$ cat src/rtl/trig_irq_pkg.sv
`timescale 1ns/1ps
package trig_irq_pkg;
  localparam int NPINS   = 4;
  localparam int NREQ    = 2 * NPINS + 2;
  localparam int POI_IDX = 0;
  localparam int JMP_IDX = NREQ - 1;
  localparam logic [5:0] POI_CODE = 6'd32;

  // pending index 0 = power-on, 1+2p = pin p falling, 2+2p = pin p rising
  function automatic logic [5:0] req_code(input int idx);
    logic [5:0] c;
    logic [1:0] p;
    c = '0;
    if (idx == POI_IDX) begin
      c = POI_CODE;
    end else begin
      p    = 2'((idx - 1) / 2);
      c[3] = p[1];
      c[0] = p[0];
      c[2] = ((idx - 1) % 2) == 1;
    end
    return c;
  endfunction
endpackage

$ cat src/rtl/trig_debounce.sv
`timescale 1ns/1ps
module trig_debounce #(
  parameter int unsigned LIM_SHORT = 1200,
  parameter int unsigned LIM_LONG  = 150000
) (
  input  logic clk,
  input  logic rst,
  input  logic pin_n,
  input  logic long_sel,
  output logic fall_o,
  output logic rise_o
);
  localparam int CW = $clog2(LIM_LONG + 1);

  logic [1:0]    sync_q;
  logic          lvl_q;
  logic [CW-1:0] cnt_q;
  logic [CW-1:0] lim_m1;
  logic          differ;
  logic          flip;

  assign lim_m1 = long_sel ? CW'(LIM_LONG - 1) : CW'(LIM_SHORT - 1);
  assign differ = sync_q[1] != lvl_q;
  assign flip   = differ && (cnt_q >= lim_m1);
  assign fall_o = flip && lvl_q;
  assign rise_o = flip && !lvl_q;

  always_ff @(posedge clk) begin
    if (rst) begin
      sync_q <= 2'b11;
      lvl_q  <= 1'b1;
      cnt_q  <= '0;
    end else begin
      sync_q <= {sync_q[0], pin_n};
      if (!differ || flip) cnt_q <= '0;
      else                 cnt_q <= cnt_q + 1'b1;
      if (flip) lvl_q <= sync_q[1];
    end
  end

  AST_LVL_FROM_SYNC: assert property (@(posedge clk) disable iff (rst)
    !$stable(lvl_q) |-> (lvl_q == $past(sync_q[1])));
  AST_CNT_ONLY_WHEN_DIFFER: assert property (@(posedge clk) disable iff (rst)
    (cnt_q != '0) |-> $past(differ));
endmodule

$ cat src/rtl/poi_timer.sv
`timescale 1ns/1ps
module poi_timer #(
  parameter int unsigned POI_CYC = 480000
) (
  input  logic clk,
  input  logic rst,
  output logic poi_o
);
  localparam int CW = $clog2(POI_CYC + 1);

  logic [CW-1:0] cnt_q;
  logic          done_q;

  assign poi_o = !done_q && (cnt_q == CW'(POI_CYC - 1));

  always_ff @(posedge clk) begin
    if (rst) begin
      cnt_q  <= '0;
      done_q <= 1'b0;
    end else if (!done_q) begin
      cnt_q <= cnt_q + 1'b1;
      if (poi_o) done_q <= 1'b1;
    end
  end

  AST_POI_SINGLE: assert property (@(posedge clk) disable iff (rst)
    poi_o |=> (done_q && !poi_o));
endmodule

$ cat src/rtl/irq_prio_arb.sv
`timescale 1ns/1ps
module irq_prio_arb
  import trig_irq_pkg::*;
#(
  parameter int VEC_W = 8
) (
  input  logic             clk,
  input  logic             rst,
  input  logic [NREQ-1:0]  set_i,
  input  logic [VEC_W-1:0] jmp_tgt_i,
  output logic             vld_o,
  output logic [VEC_W-1:0] vec_o
);
  logic [NREQ-1:0]  pend_q;
  logic [NREQ-1:0]  grant;
  logic [VEC_W-1:0] tgt_q;
  logic [5:0]       code;

  always_comb begin
    logic found;
    found = 1'b0;
    grant = '0;
    for (int i = 0; i < NREQ; i++) begin
      if (pend_q[i] && !found) begin
        grant[i] = 1'b1;
        found    = 1'b1;
      end
    end
  end

  always_comb begin
    code = '0;
    for (int i = 0; i < NREQ - 1; i++)
      if (grant[i]) code = req_code(i);
  end

  always_ff @(posedge clk) begin
    if (rst) begin
      pend_q <= '0;
      tgt_q  <= '0;
      vld_o  <= 1'b0;
      vec_o  <= '0;
    end else begin
      pend_q <= (pend_q & ~grant) | set_i;
      if (set_i[JMP_IDX]) tgt_q <= jmp_tgt_i;
      vld_o <= |grant;
      if (|grant) vec_o <= grant[JMP_IDX] ? tgt_q : VEC_W'(code);
    end
  end

  AST_STROBE_CAUSE: assert property (@(posedge clk) disable iff (rst)
    vld_o |-> $past(|pend_q));
  AST_POI_FIRST: assert property (@(posedge clk) disable iff (rst)
    pend_q[POI_IDX] |=> (vld_o && vec_o == VEC_W'(POI_CODE)));
  AST_JMP_LAST: assert property (@(posedge clk) disable iff (rst)
    (pend_q[JMP_IDX] && (pend_q[JMP_IDX-1:0] != '0)) |=> pend_q[JMP_IDX]);

  for (genvar g = 0; g < NREQ; g++) begin : g_chk
    AST_PEND_HOLD: assert property (@(posedge clk) disable iff (rst)
      (pend_q[g] && !grant[g]) |=> pend_q[g]);
    AST_CLEAR_OWN: assert property (@(posedge clk) disable iff (rst)
      (grant[g] && !set_i[g]) |=> !pend_q[g]);
  end
endmodule

$ cat src/rtl/trig_irq_arbiter.sv
`timescale 1ns/1ps
module trig_irq_arbiter
  import trig_irq_pkg::*;
#(
  parameter int unsigned TICKS_PER_US = 3,
  parameter int unsigned SHORT_US     = 400,
  parameter int unsigned LONG_US      = 50000,
  parameter int unsigned POI_US       = 160000,
  parameter int          VEC_W        = 8
) (
  input  logic             clk,
  input  logic             rst,
  input  logic [3:0]       trig_n,
  input  logic             deb_long,
  input  logic [1:0]       en_we,
  input  logic [7:0]       en_wdata,
  input  logic             jmp_req,
  input  logic [VEC_W-1:0] jmp_tgt,
  output logic             vld_o,
  output logic [VEC_W-1:0] vec_o
);
  localparam int unsigned LIM_SHORT = TICKS_PER_US * SHORT_US;
  localparam int unsigned LIM_LONG  = TICKS_PER_US * LONG_US;
  localparam int unsigned POI_CYC   = TICKS_PER_US * POI_US;

  // per byte: {rise pin b, rise pin a, fall pin b, fall pin a}
  logic [1:0][3:0]  en_q;
  logic [NREQ-1:0]  set_w;
  logic             poi_w;
  logic             unused_bits;

  assign unused_bits = ^{en_wdata[7:6], en_wdata[3:2]};

  always_ff @(posedge clk) begin
    if (rst) begin
      en_q <= '1;
    end else begin
      for (int r = 0; r < 2; r++)
        if (en_we[r]) en_q[r] <= {en_wdata[5], en_wdata[4], en_wdata[1], en_wdata[0]};
    end
  end

  poi_timer #(.POI_CYC(POI_CYC)) poi_i (
    .clk(clk), .rst(rst), .poi_o(poi_w)
  );

  assign set_w[POI_IDX] = poi_w;
  assign set_w[JMP_IDX] = jmp_req;

  for (genvar p = 0; p < NPINS; p++) begin : g_pin
    logic fall_w, rise_w;
    trig_debounce #(.LIM_SHORT(LIM_SHORT), .LIM_LONG(LIM_LONG)) deb_i (
      .clk(clk), .rst(rst), .pin_n(trig_n[p]), .long_sel(deb_long),
      .fall_o(fall_w), .rise_o(rise_w)
    );
    assign set_w[1 + 2*p] = fall_w && en_q[p/2][p%2];
    assign set_w[2 + 2*p] = rise_w && en_q[p/2][2 + p%2];

    AST_MASKED_EDGE: assert property (@(posedge clk) disable iff (rst)
      (fall_w && !en_q[p/2][p%2]) |=> !arb_i.pend_q[1 + 2*p]);
  end

  irq_prio_arb #(.VEC_W(VEC_W)) arb_i (
    .clk(clk), .rst(rst), .set_i(set_w), .jmp_tgt_i(jmp_tgt),
    .vld_o(vld_o), .vec_o(vec_o)
  );

  AST_RESET_QUIET: assert property (@(posedge clk)
    $past(rst) |-> !vld_o);
endmodule

$ cat config.mk
export PLATFORM = sky130hd
export DESIGN_NAME = trig_irq_arbiter
export DESIGN_NICKNAME = d
export VERILOG_FILES = /design/src/rtl/trig_irq_pkg.sv /design/src/rtl/trig_debounce.sv /design/src/rtl/poi_timer.sv /design/src/rtl/irq_prio_arb.sv /design/src/rtl/trig_irq_arbiter.sv
export SDC_FILE = /design/constraint.sdc
export NUM_CORES = 1
export LEC_CHECK = 0
export ABC_AREA = 1
export BUFFER_PORTS_ARGS = -buffer_cell sky130_fd_sc_hd__buf_2
export CAP_MARGIN = 20
export CORE_MARGIN = 4
export CORE_UTILIZATION = 55
export DETAILED_ROUTE_END_ITERATION = 8
export PLACE_DENSITY = 0.79
export SKIP_LAST_GASP = 1
export SYNTH_ARGS = -nofsm -noshare
export SYNTH_HDL_FRONTEND = slang
export SYNTH_SLANG_ARGS = --single-unit
export TNS_END_PERCENT = 5
$ cat constraint.sdc
create_clock -name clk -period 3.55 [get_ports clk]
set_input_delay 0.71 -clock clk [delete_from_list [all_inputs] [get_ports clk]]
set_output_delay 0.71 -clock clk [all_outputs]
set_load 0.01 [all_outputs]
; Word level (Yosys, flattened, before mapping)
; Cells that the tools add are included.
; W data, S select, Z words.
[op_classes]
add_sub_neg = 5
n_lt_le_gt_ge = 4
n_eq_ne = 5
mux = 31
bitwise = 3
n_reduce_logical = 57
[op_table]
columns = cell, count
row1 = $add A18 B1 Y18 const B, 4
row2 = $ge A18 B18 Y1, 4
row3 = $mux W6, 9
row4 = $logic_and A1 B1 Y1, 30
row5 = $mux W1, 20
row6 = $add A19 B1 Y19 const B, 1
row7 = $eq A19 B19 Y1 const B, 1
row8 = $logic_not A1 Y1, 18
row9 = $mux W18, 1
row10 = $and A10 B10 Y10, 1
row11 = $not A10 Y10, 1
row12 = $or A10 B10 Y10, 1
row13 = $reduce_or A10 Y1, 1
row14 = $mux W8, 1
row15 = $reduce_or A2 Y1, 4
row16 = $logic_or A1 B1 Y1, 4
row17 = $ne A1 B1 Y1, 4
[word_totals]
ff_bits = 139

; Longest topological paths before layout
[depth]
word_depth = 31
ltp_mapped = 11

; Cells and area by module
; From an unflattened synthesis, not the netlist that was laid out.
[hier_totals]
cells_unflattened = 1085
area_unflattened_um2 = 7816.2
[by_module_without_submodules]
columns = mod, instances, cells_per_inst, area_per_inst_um2, seq_area_each_um2
row1 = trig_debounce, 4, 180, 1323.8, 420.4
row2 = irq_prio_arb, 1, 152, 1119.8, 540.5
row3 = poi_timer, 1, 162, 1069.8, 400.4
row4 = trig_irq_arbiter, 1, 51, 331.6, 160.2

; Worst setup path after synthesis
; OpenSTA, ideal clock, no wires.
[synth_timing]
kind = input-to-reg
from = input port deb_long
to = register g_pin[2].deb_i.cnt_q[6]
setup_ns = 0.064
arrival_ns = 2.240
slack_ns = 1.247
cell_stages = 10
path_buffers = 1
cell_sequence = inv_1 > ha_1 > a21oi_1 > nand2_1 > nand2_1 > nand2_1 > inv_1 > nand4_2 > buf_6 > nor2_1
[synth_between]
elab_chain_len = 5
[synth_lines]
columns = item, line_no
row1 = "start, declared", trig_irq_arbiter.sv:14  ; input logic deb_long,
row2 = $mux W18, trig_debounce.sv:22  ; assign lim_m1 = long_sel ? CW'(LIM_LONG - 1) : CW'(LIM_SHORT - 1);
row3 = $ge A18 B18 Y1, trig_debounce.sv:24  ; assign flip = differ && (cnt_q >= lim_m1);
row4 = $logic_and A1 B1 Y1, trig_debounce.sv:24
row5 = $logic_or A1 B1 Y1, trig_debounce.sv:35  ; if (!differ || flip) cnt_q <= '0;
row6 = $reduce_or A2 Y1 (no line), n/a
row7 = "end signal, assigned", trig_debounce.sv:36  ; else cnt_q <= cnt_q + 1'b1;
row8 = "end, declared", trig_debounce.sv:17  ; logic [CW-1:0] cnt_q;
; No other way between the ends.
; A chain may end at the register's enable or synchronous reset.

; Worst setup path after layout
[layout_timing]
from = input port deb_long
to = register g_pin[2].deb_i.cnt_q[17]
; The elaborated chain is that of the path after synthesis.

==> summary.md <==
| Metric | Value |
|---|---|
| Status | `complete, no violations` |
| Switching part of the total | `between 20% and 30%` |
| Clock power frac | `roughly half` |
| Netlist cell types | `38` |
| Dpl hpwl | `between 9000 and 10000 um` |
| Simple logic cell fraction of the synthesized area | `between 30% and 40%` |
| Fin cells | `between 1000 and 1500` |
| GRT Residual Overflow | `0` |
| R2R setup slack | `~1.7 ns` |
| Core area | `roughly 0.012 mm2` |
| Cts repair resizes | `0` |
| Worst path buffer plus inverter count | `5` |
| Final Hold Fails | `0` |
| Horiz. Die Dim | `between 100 and 150 um` |
| Cell area after layout | `0.00785 mm2` |
| Global-route wire length before repair | `roughly 24000 um` |
| Initial antenna violation count | `0` |
| Register area share after synthesis | `about 40%` |
| Synth warn | `0` |
| Main combinational cell family by area after synthesis | `simple AND/OR/NAND/NOR gates` |
| Power per cell area | `between 400 and 500 mW/mm2` |
| Mux share of post-synthesis cell area | `0%` |
| Critical path depth | `11` |
| Post-synthesis xor/xnor area fraction | `under 10%` |
| TritonCTS clock tree | `yes` |
| Hold WS | `a little over 0.4 ns` |
| Critical Path Start Type | `primary input` |
| Worst-margin pin slew | `~0.77 ns` |
| Setup crit end kind | `flop` |
| Num CTS Buffers | `17` |
| Clk root buf | `clkbuf_16` |
| Overall die area | `roughly 0.015 mm2` |
| Mapped Area | `~0.0070 mm2` |
| Post-synth top area cell | `dfxtp_1` |
| Worst-Skew Late Latency | `about 0.43 ns` |
| Dpl cells | `~1100` |
| Ranking of synthesized cells by area | `dfxtp_1 40%, nand2_1 8.4%, nor2_1 6.5%` |
| Max cap viols | `0` |
| Reg-to-Reg Start | `g_pin[2].deb_i.cnt_q[11]` |
| Synth Register Bits | `around 140` |
| Synth Area per Inst | `approximately 7.5 um2` |
| Row cnt | `40` |
| Vias per cell | `between 5 and 6` |
| Crit-path leading delay family | `buffers and inverters` |
| R2r endpoint | `g_pin[2].deb_i.cnt_q[17]` |
| Crit path arrival time | `2.79 ns` |
| PortBufs | `30` |
| Most frequent cell after synthesis | `nand2_1` |
| Max Clk Rate | `just over 400 MHz` |
| Boundary Pins | `35` |
| Overall die height | `between 100 and 150 um` |
| ANT nets after route | `0` |
| Min Tclk post-route | `between 2 and 2.5 ns` |
| Max stage delay on crit path | `around 0.43 ns` |
| EDFF count, synth | `0` |
| DRC viols | `0` |
| DRT Wirelength | `around 14000 um` |
| Largest net degree at the start of global routing | `29` |
| GP Congestion | `roughly 0.83` |
| Synth Area in Compound Gates | `a little under a tenth` |
| Min-Delay Startpoint | `g_pin[3].deb_i.sync_q[0]` |
| Diodes inserted | `0` |
| CP max stage cell | `nand4_2` |
| Adder-cell area share of the yosys netlist | `just over 5%` |
| Synth top area share | `about 40%` |
| Post-CTS Setup Repair Bufs | `0` |
| Via Count | `5970` |
| Worst path cell trace | `buf_2 > inv_1 > buf_4 > ha_1 > nand3_1 > inv_1 > nand2_1 > nand2_1 > inv_1 > nand4_2 > a21oi_1` |
| Logic pwr share | `around 3.4%` |
| Initial drt markers | `448` |
| Max IR drop VDD | `roughly 420 uV` |
| Setup TNS | `0 ns` |
| Int Pwr | `roughly 0.0027 W` |
| Critical path class | `primary input to flop` |
| Hold EP | `g_pin[3].deb_i.sync_q[1]` |
| P_sw | `approximately 0.00075 W` |
| Leakage power | `a little over 3 nW` |
| Longest Clk Path Bufs | `2` |
| Sequential share of power | `46.7%` |
| CP required | `3.89 ns` |
| Slew Viols, Final | `0` |
| Clock transition at the registers of the reported paths | `0.06 ns` |
| Avg WL per Cell | `between 10 and 15 um` |
| Critical path fanouts, max | `18` |
| Sink Count | `about 140` |
| Async S/R FF share, synth | `0%` |
| Vias in the first global route | `around 5500` |
| Share of cells above drive strength 1 | `between 10% and 20%` |
| H-tree depth | `4` |
| Syn-to-layout area delta | `12.4%` |
| Final net count | `between 1000 and 1500` |
| Relative slew slack | `approximately half` |
| Drt first pass iters | `5` |
| Final setup violation count | `0` |
| Tightest Hold Check Type | `flop to flop` |
| Syn Nets | `990` |
| Most used cell, CP | `inv_1` |
| Gr usage total | `between 20 and 25%` |
| Cell count of the worst hold path | `1` |
| Clock Skews | `0.00890 ns` |
| RSZ-0062 raised after global routing | `false` |
| Period Utilization, post-route | `between 60% and 70%` |
| Worst R2R Path Depth | `8` |
| Commonest cells post-synth | `156 x nand2_1, 139 x dfxtp_1, 120 x nor2_1` |
| Cts-stage hold buffer count | `0` |
| Starting Density | `between 50% and 60%` |
| Synth Instances | `around 940` |
| Prevailing post-synth register cell | `dfxtp_1` |
| Area after DPL | `0.00728 mm2` |
-- logic make-up (layout without fill, tap and decap cells) --
logic type,count (synthesis),in the layout
buffers and inverters,127,178
adders and majority gates,29,29
DFF,139,139
and+or+nand+nor,477,477
AOI/OAI and AO/OA,127,127
xor gates and xnor gates,36,36
-- area by class of cell --
cell class | count | area (um2)
Inverter | 114 | 428
Tap cell | 168 | 210
Clock inverter | 11 | 120
Sequential cell | 139 | 2780
Clock buffer | 21 | 450
Timing Repair Buffer | 32 | 165
Fill cell | 1087 | 4370
Multi-Input combinational cell | 669 | 3690
-- worst max-delay path by stage --
stage	startpoint	end	slack, ns
final	deb_long	g_pin[2].deb_i.cnt_q[17]	1.10
after global routing	deb_long	g_pin[2].deb_i.cnt_q[11]	0.90
after CTS	deb_long	g_pin[2].deb_i.cnt_q[17]	1.09
after detailed placement	deb_long	g_pin[2].deb_i.cnt_q[2]	0.65
after global placement	deb_long	g_pin[2].deb_i.cnt_q[2]	0.71
after floorplan	deb_long	g_pin[2].deb_i.cnt_q[6]	1.25
-- stage by stage --
stage | util [%] | total power, W | setup slack, ns
global placement | 59.6 | 0.00175 | 0.715
CTS | 64.3 | 0.00346 | 1.09
global route | 64.3 | 0.00355 | 0.903
finish | 64.3 | 0.00343 | 1.10
floorplan | - | 0.00171 | 1.25
detailed placement | 59.6 | 0.00175 | 0.655
-- power by group through the flow --
stage / Clock [W] / Combinational (W) / Sequential (W)
global placement: 0 / 0.000117 / 0.00163
finish: 0.00171 / 0.000118 / 0.00160
global route: 0.00181 / 0.000137 / 0.00160
detailed placement: 0 / 0.000119 / 0.00164
floorplan: 0 / 0.0000806 / 0.00163
CTS: 0.00174 / 0.000120 / 0.00160
-- per-layer routing --
layer,share of wire [%],track usage (%),up-vias
li1,-,-,3131
met1,46,24.5,2735
met2,49,34.0,79
met3,3.2,5.19,25
met4,1.7,8.14,0
met5,0,0,-
-- layout by cell type, fill, tap and decap left out, types with 5 or more instances in the layout --
cell type  instances
or2_0              5
nor2_4             6
nand4_1           31
buf_2             30
nand3_1           54
inv_1            107
nand3_2            5
nor3_1            22
a21oi_1           75
nand3b_1           9
xor2_1            26
xnor2_1           10
inv_2              5
or2_2             13
o21ai_0           41
dfxtp_1          139
clkbuf_16         17
nor2_2            27
nand2_1          156
nand2_2            9
ha_1              29
nor2_1           120
-- state kept, by name (all words and copies together) (netlist names) --
| register | count |
|---|---|
| arb_i.vec_o | 8 |
| g_pin.deb_i.lvl_q | 4 |
| poi_i.cnt_q | 19 |
| en_q | 8 |
| arb_i.vld_o | 1 |
| arb_i.pend_q | 10 |
| arb_i.tgt_q | 8 |
| g_pin.deb_i.cnt_q | 72 |
| g_pin.deb_i.sync_q | 8 |
| poi_i.done_q | 1 |
(Power assumes the default switching activity.)
